<file path="src/rtl/etmr_pkg.sv">
`timescale 1ns/1ps
package etmr_pkg;
  localparam int DW = 32;
  localparam int CW = 2 * DW;
  localparam int AW = 4;

  typedef enum logic [AW-1:0] {
    A_CTRL = 4'h0,
    A_FREQ = 4'h1,
    A_TVAL = 4'h2,
    A_CLO  = 4'h4,
    A_CHI  = 4'h5,
    A_VLO  = 4'h6,
    A_VHI  = 4'h7,
    A_OLO  = 4'h8,
    A_OHI  = 4'h9
  } reg_addr_e;

  typedef struct packed {
    logic imask;
    logic enable;
  } ctrl_t;

  // Widen a signed relative count to counter width.
  function automatic logic [CW-1:0] sext_word(input logic [DW-1:0] v);
    return {{DW{v[DW-1]}}, v};
  endfunction

  // Absolute compare value from a relative deadline.
  function automatic logic [CW-1:0] arm_compare(input logic [CW-1:0] cnt,
                                                input logic [DW-1:0] rel);
    return cnt + sext_word(rel);
  endfunction

  // Deadline reached when (cnt - cmp) is non-negative as a signed number.
  function automatic logic deadline_reached(input logic [CW-1:0] cnt,
                                            input logic [CW-1:0] cmp);
    logic [CW-1:0] diff;
    diff = cnt - cmp;
    return ~diff[CW-1];
  endfunction

  // Ticks left until the deadline, truncated to a bus word.
  function automatic logic [DW-1:0] remaining(input logic [CW-1:0] cmp,
                                              input logic [CW-1:0] cnt);
    logic [CW-1:0] diff;
    diff = cmp - cnt;
    return diff[DW-1:0];
  endfunction

  // Virtual counter view.
  function automatic logic [CW-1:0] virt_view(input logic [CW-1:0] cnt,
                                              input logic [CW-1:0] off);
    return cnt - off;
  endfunction
endpackage

</file>
<file path="src/rtl/etmr_counter.sv">
`timescale 1ns/1ps
module etmr_counter
  import etmr_pkg::*;
(
  input  logic          clk,
  input  logic          rst_n,
  input  logic          tick_en,
  input  logic          off_lo_wr,
  input  logic          off_hi_wr,
  input  logic [DW-1:0] wdata,
  input  logic          phys_lo_rd,
  input  logic          virt_lo_rd,
  output logic [CW-1:0] cnt,
  output logic [CW-1:0] voff,
  output logic [CW-1:0] vcnt,
  output logic [DW-1:0] phys_hi_shadow,
  output logic [DW-1:0] virt_hi_shadow
);
  localparam int NVIEW = 2;

  logic [CW-1:0] view_val [NVIEW];
  logic          view_rd  [NVIEW];
  logic [DW-1:0] view_sh  [NVIEW];

  always_ff @(posedge clk or negedge rst_n) begin
    if (!rst_n) cnt <= '0;
    else if (tick_en) cnt <= cnt + {{(CW-1){1'b0}}, 1'b1};
  end

  always_ff @(posedge clk or negedge rst_n) begin
    if (!rst_n) voff <= '0;
    else begin
      if (off_lo_wr) voff[DW-1:0] <= wdata;
      if (off_hi_wr) voff[CW-1:DW] <= wdata;
    end
  end

  assign vcnt = virt_view(cnt, voff);

  assign view_val[0] = cnt;
  assign view_val[1] = vcnt;
  assign view_rd[0]  = phys_lo_rd;
  assign view_rd[1]  = virt_lo_rd;

  // One high-word capture register per counter view.
  for (genvar g = 0; g < NVIEW; g++) begin : g_shadow
    always_ff @(posedge clk or negedge rst_n) begin
      if (!rst_n) view_sh[g] <= '0;
      else if (view_rd[g]) view_sh[g] <= view_val[g][CW-1:DW];
    end
  end

  assign phys_hi_shadow = view_sh[0];
  assign virt_hi_shadow = view_sh[1];
endmodule

</file>
<file path="src/rtl/etmr_compare.sv">
`timescale 1ns/1ps
module etmr_compare
  import etmr_pkg::*;
(
  input  logic          clk,
  input  logic          rst_n,
  input  logic [CW-1:0] cnt,
  input  logic          ctrl_wr,
  input  logic          tval_wr,
  input  logic [DW-1:0] wdata,
  output logic          enable,
  output logic          imask,
  output logic          istatus,
  output logic          irq,
  output logic [CW-1:0] cmp,
  output logic [DW-1:0] tval_now
);
  ctrl_t ctrl_q;

  always_ff @(posedge clk or negedge rst_n) begin
    if (!rst_n) ctrl_q <= '0;
    else if (ctrl_wr) ctrl_q <= ctrl_t'(wdata[1:0]);
  end

  always_ff @(posedge clk or negedge rst_n) begin
    if (!rst_n) cmp <= '0;
    else if (tval_wr) cmp <= arm_compare(cnt, wdata);
  end

  assign enable   = ctrl_q.enable;
  assign imask    = ctrl_q.imask;
  assign istatus  = enable & deadline_reached(cnt, cmp);
  assign irq      = istatus & ~imask;
  assign tval_now = remaining(cmp, cnt);
endmodule

</file>
<file path="src/rtl/etmr_regif.sv">
`timescale 1ns/1ps
module etmr_regif
  import etmr_pkg::*;
#(
  parameter logic [DW-1:0] FREQ_VAL = 32'd50_000_000
) (
  input  logic          bus_wr,
  input  logic          bus_rd,
  input  logic [AW-1:0] bus_addr,
  input  logic [DW-1:0] bus_wdata,
  input  logic          enable,
  input  logic          imask,
  input  logic          istatus,
  input  logic [DW-1:0] tval_now,
  input  logic [CW-1:0] cnt,
  input  logic [CW-1:0] vcnt,
  input  logic [CW-1:0] voff,
  input  logic [DW-1:0] phys_hi_shadow,
  input  logic [DW-1:0] virt_hi_shadow,
  output logic          ctrl_wr,
  output logic          tval_wr,
  output logic          off_lo_wr,
  output logic          off_hi_wr,
  output logic          phys_lo_rd,
  output logic          virt_lo_rd,
  output logic [DW-1:0] bus_rdata
);
  reg_addr_e a;
  assign a = reg_addr_e'(bus_addr);

  assign ctrl_wr    = bus_wr && (a == A_CTRL);
  assign tval_wr    = bus_wr && (a == A_TVAL);
  assign off_lo_wr  = bus_wr && (a == A_OLO);
  assign off_hi_wr  = bus_wr && (a == A_OHI);
  assign phys_lo_rd = bus_rd && (a == A_CLO);
  assign virt_lo_rd = bus_rd && (a == A_VLO);

  always_comb begin
    bus_rdata = '0;
    if (bus_rd) begin
      case (a)
        A_CTRL:  bus_rdata = {{(DW-3){1'b0}}, istatus, imask, enable};
        A_FREQ:  bus_rdata = FREQ_VAL;
        A_TVAL:  bus_rdata = tval_now;
        A_CLO:   bus_rdata = cnt[DW-1:0];
        A_CHI:   bus_rdata = phys_hi_shadow;
        A_VLO:   bus_rdata = vcnt[DW-1:0];
        A_VHI:   bus_rdata = virt_hi_shadow;
        A_OLO:   bus_rdata = voff[DW-1:0];
        A_OHI:   bus_rdata = voff[CW-1:DW];
        default: bus_rdata = '0;
      endcase
    end
  end
endmodule

</file>
<file path="src/rtl/etmr_top.sv">
`timescale 1ns/1ps
module etmr_top
  import etmr_pkg::*;
#(
  parameter logic [31:0] FREQ_VAL = 32'd50_000_000
) (
  input  logic        clk,
  input  logic        rst_n,
  input  logic        tick_en,
  input  logic        bus_wr,
  input  logic        bus_rd,
  input  logic [3:0]  bus_addr,
  input  logic [31:0] bus_wdata,
  output logic [31:0] bus_rdata,
  output logic        irq_o
);
  // Named internal events, visible to the bound checker.
  logic          ctrl_wr, tval_wr, off_lo_wr, off_hi_wr;
  logic          phys_lo_rd, virt_lo_rd;
  logic          enable, imask, istatus, irq;
  logic [CW-1:0] cnt, vcnt, voff, cmp;
  logic [DW-1:0] tval_now, phys_hi_shadow, virt_hi_shadow;

  etmr_regif #(.FREQ_VAL(FREQ_VAL)) u_regif (
    .bus_wr(bus_wr), .bus_rd(bus_rd), .bus_addr(bus_addr), .bus_wdata(bus_wdata),
    .enable(enable), .imask(imask), .istatus(istatus), .tval_now(tval_now),
    .cnt(cnt), .vcnt(vcnt), .voff(voff),
    .phys_hi_shadow(phys_hi_shadow), .virt_hi_shadow(virt_hi_shadow),
    .ctrl_wr(ctrl_wr), .tval_wr(tval_wr), .off_lo_wr(off_lo_wr),
    .off_hi_wr(off_hi_wr), .phys_lo_rd(phys_lo_rd), .virt_lo_rd(virt_lo_rd),
    .bus_rdata(bus_rdata)
  );

  etmr_counter u_counter (
    .clk(clk), .rst_n(rst_n), .tick_en(tick_en),
    .off_lo_wr(off_lo_wr), .off_hi_wr(off_hi_wr), .wdata(bus_wdata),
    .phys_lo_rd(phys_lo_rd), .virt_lo_rd(virt_lo_rd),
    .cnt(cnt), .voff(voff), .vcnt(vcnt),
    .phys_hi_shadow(phys_hi_shadow), .virt_hi_shadow(virt_hi_shadow)
  );

  etmr_compare u_compare (
    .clk(clk), .rst_n(rst_n), .cnt(cnt),
    .ctrl_wr(ctrl_wr), .tval_wr(tval_wr), .wdata(bus_wdata),
    .enable(enable), .imask(imask), .istatus(istatus), .irq(irq),
    .cmp(cmp), .tval_now(tval_now)
  );

  assign irq_o = irq;
endmodule

</file>
<file path="config.mk">
export PLATFORM = sky130hd
export DESIGN_NAME = etmr_top
export DESIGN_NICKNAME = d
export VERILOG_FILES = /design/src/rtl/etmr_pkg.sv /design/src/rtl/etmr_counter.sv /design/src/rtl/etmr_compare.sv /design/src/rtl/etmr_regif.sv /design/src/rtl/etmr_top.sv
export SDC_FILE = /design/constraint.sdc
export NUM_CORES = 1
export LEC_CHECK = 0
export BUFFER_PORTS_ARGS = -buffer_cell sky130_fd_sc_hd__buf_2
export CAP_MARGIN = 10
export CORE_MARGIN = 2
export CORE_UTILIZATION = 55
export CTS_BUF_LIST = sky130_fd_sc_hd__clkbuf_4
export DETAILED_ROUTE_END_ITERATION = 8
export PLACE_DENSITY = 0.82
export SLEW_MARGIN = 20
export SYNTH_ARGS = -nofsm -noshare
export SYNTH_HDL_FRONTEND = slang
export SYNTH_SLANG_ARGS = --single-unit
</file>
<file path="constraint.sdc">
create_clock -name clk -period 4 [get_ports clk]
set_input_delay 0.4 -clock clk [delete_from_list [all_inputs] [get_ports clk]]
set_output_delay 0.4 -clock clk [all_outputs]
set_load 0.1 [all_outputs]
</file>
# Word level (Yosys, flattened, before mapping)
# Cells that the tools add are included.
# classes
add_sub_neg	5
eq_ne	8
muxes	2
bitwise	4
n_reduce_logical	7
# op_table
operator	n
$pmux W32 S9	1
$sub A64 B64 Y64	2
$add A64 B1 Y64 const B	1
$add A64 B64 Y64	1
$mux W32	1
$sub A32 B32 Y32	1
$eq A4 B3 Y1 const B	4
$eq A4 B4 Y1 const B	2
$logic_and A1 B1 Y1	6
$eq A4 B1 Y1 const B	1
$eq A4 B2 Y1 const B	1
$logic_not A4 Y1	1
$and A1 B1 Y1	2
$not A1 Y1	2
# word_totals
register_bits	258
inputBits	41
output_inout_bits	33
word_cells	34

# Depth between registers and ports, before layout
# depth
ltp_word	5
depth_mapped	15
mapped_depth_nobuf	15

# Hierarchy
# From an unflattened synthesis, not the netlist that was laid out.
# unflattened
hier_cells	2702
area_unflattened_um2	22818.1
# modules_own_cells
module	n_inst	cells_each	area_per_inst_um2	seq_area_each_um2
etmr_counter	1	1220	11468.5	4804.6
etmr_compare	1	1195	9190.1	1651.6
etmr_regif	1	287	2159.6	0.0

# Worst setup path before layout
# Ideal clock, no wire load.
# synth_timing
path_kind	reg-to-output
from	register u_counter.cnt[1]
to	output bus_rdata[25]
t_arrival_ns	5.718
required_ns	3.600
slack_ns	-2.118
stages_incl_launch_ff	13
path_buffers	0
path_cell_list	dfrtp_1 > inv_1 > ha_1 > nor2b_1 > o21a_1 > o21ai_0 > a211oi_1 > o311ai_0 > a21bo_2 > nand3_1 > a31o_2 > a21oi_1 > o311ai_0
# synth_via
elab_chain_cells	3
elab_cells_between_ends	4
cone_classes	2 x add/sub; 2 x mux
# synth_rtl
item	line	rtl
start, declared	etmr_counter.sv:13	output logic [CW-1:0] cnt,
start signal, assigned	etmr_counter.sv:27	else if (tick_en) cnt <= cnt + {{(CW-1){1'b0}}, 1'b1};
$sub A64 B64 Y64 or $sub A32 B32 Y32 (tied branches)	etmr_pkg.sv:54, etmr_pkg.sv:47	
$pmux W32 S9 (*)	etmr_regif.sv:41	case (a)
$mux W32 (*)	etmr_regif.sv:40	if (bus_rd) begin
end, declared	etmr_top.sv:14	output logic [31:0] bus_rdata,
# Every way passes the cells marked *; elsewhere a longest branch is shown, timed or not.

# Worst setup path after layout
# Ends and elaborated chain as after synthesis.

==> impl_metrics.csv <==
group,metric,value,unit
synth,yosysSeqAreaShare,30.0,%
place,dp_hpwl,56500,µm
setup_path,critical_path.top_delay_family,"compound AO/OA/AOI/OAI gates",
clock_tree,clk_latency,820,ps
min_path,min_path_type,"in -> reg",
detailed_routing,wl_per_cell,23.3,µm
synth,synthTopCellsByArea,"dfrtp_1 (30%), ha_1 (13%), xnor2_1 (5.6%)",
detailed_routing,vias_per_cell,6.45,
die,dieHeight,202,µm
timing,slew_headroom,34.3,%
cells_and_area,num-fill-cells,2863,
timing,tightestPinTransition,979,ps
die,die_x,202,µm
synth,synth_edf_count,0,
setup_path,end_kind,"primary output",
synth,yosys_warnings,0,
timing,max_freq,225,MHz
global_routing,track_usage,37.5,%
synth,synth_top_area_share,30.0,%
clock_tree,cts_made_buffers,79,
global_routing,gr-total-overflow,0,
timing,drv_slew,0,
die,start_util,55.7,%
timing,rsz0062_at_grt,"yes",
place,placedCellCount,3148,
timing,clock-skew-final,77.3,ps
place,preCtsSetupSlack,-247,ps
setup_path,crit_required,3600,ps
timing,layout_worst_path_cycle_share,111,%
setup_path,arrival,4050,ps
pwr,peakVddDrop,0.000276,V
run,cap_viol_max_count,0,
setup_path,crit_buf_inv,5,
detailed_routing,drtIter0Drc,2618,
cells_and_area,seq_area,6470,µm²
place,io_buffers,73,
global_routing,grt_pass1_wl,119000,µm
die,core_region_area,38600,µm²
cells_and_area,multi_input_area,15200,µm²
global_routing,grt_pass1_vias,21100,
synth,synth_top_cell_by_area,"dfrtp_1",
timing,finalWorstSetupSlack,-451,ps
synth,synth.net_count,2772,
global_routing,grt_antenna_before_repair,3,
cells_and_area,stdcell_count,3386,
synth,synth_commonest_cells,"dfrtp_1 (258), nand2_1 (237), ha_1 (221)",
detailed_routing,first_pass_iters,8,
cells_and_area,syn2layout_area_growth,25.2,%
timing,hold_viol_final,0,
timing,finalSetupViolations,27,
synth,synth_ff_type,"dfrtp_1",
clock_tree,cts_sinks,258,
setup_path,path_cells,"inv_2 -> ha_4 -> nor2b_4 -> o21a_1 -> o21ai_1 -> buf_4 -> a211oi_4 -> o311ai_4 -> a21bo_4 -> buf_6 -> nand3_2 -> a31o_2 -> a21oi_4 -> nand4_1 -> o311ai_2 -> buf_4 -> buf_12",
detailed_routing,drtAntennaViolNets,0,
global_routing,grt_max_degree,112,
clock_tree,clk_pin_slew,60,ps
synth,synth_most_common_cell,"dfrtp_1",
clock_tree,cts_tree,"yes",
timing,min_period,4450,ps
synth,ys_async_sr_fraction,100,%
place,routabilityCongestion,1.03,
pwr,p_leak,13.0,nW
die,ioPinCount,74,
status,outcome,"finished with violations",
clock_tree,cts_root_buf,"clkbuf_4",
synth,syn_area,21500,µm²
clock_tree,cts_buffer_depth,3,
clock_tree,htreeDepth,3,
status,failed_checks,"negative setup slack",
setup_path,worstPathMaxFanout,2,
synth,synth_seq_cells,258,
die,rows,72,
detailed_routing,wl,78800,µm
setup_path,startpoint_type,"register",
setup_path,crit_path_top_delay_cell,"dfrtp_1",
synth,synthCells,2507,
setup_path,slowest_delay,420,ps
setup_path,path_class,"reg -> out",
detailed_routing,drc,0,
die,die_area,40700,µm²
cells_and_area,nets,3069,
pwr,p_per_area,460,nW/µm²
synth,ys_types,76,
cells_and_area,layout-drive-gt1-share,25.9,%
synth,avgSynthCellArea,8.58,µm²
setup_path,cpMostUsedCell,"buf_4",
detailed_routing,vias,21800,
[through the flow]
| step | area, µm² | total power [W] | utilization, % | setup TNS (ps) | hold WS [ps] |
|---|---|---|---|---|---|
| after floorplan | 21600 | 0.00645 | - | -6.60 | 104 |
| after global placement | 23800 | 0.00796 | 61.5 | -365 | 459 |
| after detailed placement | 23800 | 0.00807 | 61.5 | -606 | 467 |
| after CTS | 26200 | 0.0115 | 67.7 | -4010 | 43.7 |
| after global routing | 26900 | 0.0130 | 69.7 | -9300 | 141 |
| final | 26900 | 0.0124 | 69.7 | -6190 | 133 |
[where the power goes]
group / switching, W / leakage [nW] / internal, W
registers: 0.000388 / 3.27 / 0.00306
clock network: 0.00136 / 0.601 / 0.00135
logic: 0.00344 / 9.18 / 0.00279
[worst paths after layout]
check / startpoint / slack, ps / end / cells past startpoint
min in group asynchronous: rst_n / 320 / u_counter.voff[37] / 2
min: bus_wdata[1] / 130 / u_counter.voff[1] / 4
max in group asynchronous: rst_n / 2630 / u_counter.virt_hi_shadow[5] / 3
min reg2reg: u_compare.cmp[48] / 480 / u_compare.cmp[48] / 2
max reg2reg: u_counter.cnt[0] / -80 / u_compare.cmp[62] / 20
max: u_counter.cnt[1] / -450 / bus_rdata[25] / 17
[metal layers]
layer	vias to the layer above	share of wire (%)	GRT usage [%]
li1	9723	-	-
met1	10400	40	49.6
met2	1352	44	56.9
met3	357	10	8.09
met4	2	6.4	21.5
met5	-	0.013	0
[flip-flops by register name (all words and copies together) (netlist names)]
register and flops:
u_counter.voff 64, u_compare.cmp 64, u_compare.imask 1, u_compare.enable 1, u_counter.cnt 64, u_counter.virt_hi_shadow 32, u_counter.phys_hi_shadow 32
[tightest hold or removal path, cell delays in order]
cell and delay (ps):
buf_2 120, inv_1 100, buf_4 160, o21ai_0 100
[cell type report]
cell class	instances	area share, %
inverter	188	2.63
clock buffer	103	2.87
clock inverter	40	0.808
timing repair buffer	327	10.7
sequential	258	24.0
antenna	2	0.0186
multi-input combinational	1950	56.6
tap	518	2.41
[placed cells by master, fill, tap and decap left out, types with 16 or more instances in the layout]
cell type      instances
xnor2_1              129
nor2b_1               17
clkbuf_4             103
buf_2                 45
nor3_1                26
o21a_1                19
dlygate4sd3_1         33
mux2_2               102
dfrtp_1              247
o21bai_1              25
buf_12                24
ha_1                 189
nand3_1               64
and2_1                18
nand4_1               65
clkinv_1              22
a31oi_1               18
a22oi_1               47
nand2_1              233
buf_4                186
buf_6                 37
xor2_1                64
o21ai_2               16
ha_4                  22
a21o_1               127
a21oi_1              154
and3_1                23
inv_1                177
nor2_2                19
nand2b_1              25
nor2_1                92
a21oi_2               24
o21ai_0              155
[cell families (layout without fill, tap and decap cells)]
group	Yosys count	after routing	share of synthesized area [%]
AOI/OAI and AO/OA	773	773	23.5
and+or+nand+nor	643	643	14.3
buffers and inverters	299	658	5.24
DFF	258	258	30.0
adders and majority gates	224	224	13.1
xor gates and xnor gates	205	205	8.34
muxes	105	105	5.48
other	0	2	0
[repair_timing]
| action | in CTS | in global routing |
|---|---|---|
| buffers inserted | 36 | 31 |
| pin swaps | 83 | 100 |
| endpoints found under the hold margin | 173 | 0 |
| gates resized for setup | 195 | 112 |
| hold buffers | 33 | 0 |
| endpoints found under the setup margin | 29 | 45 |
(Power assumes the default switching activity.)
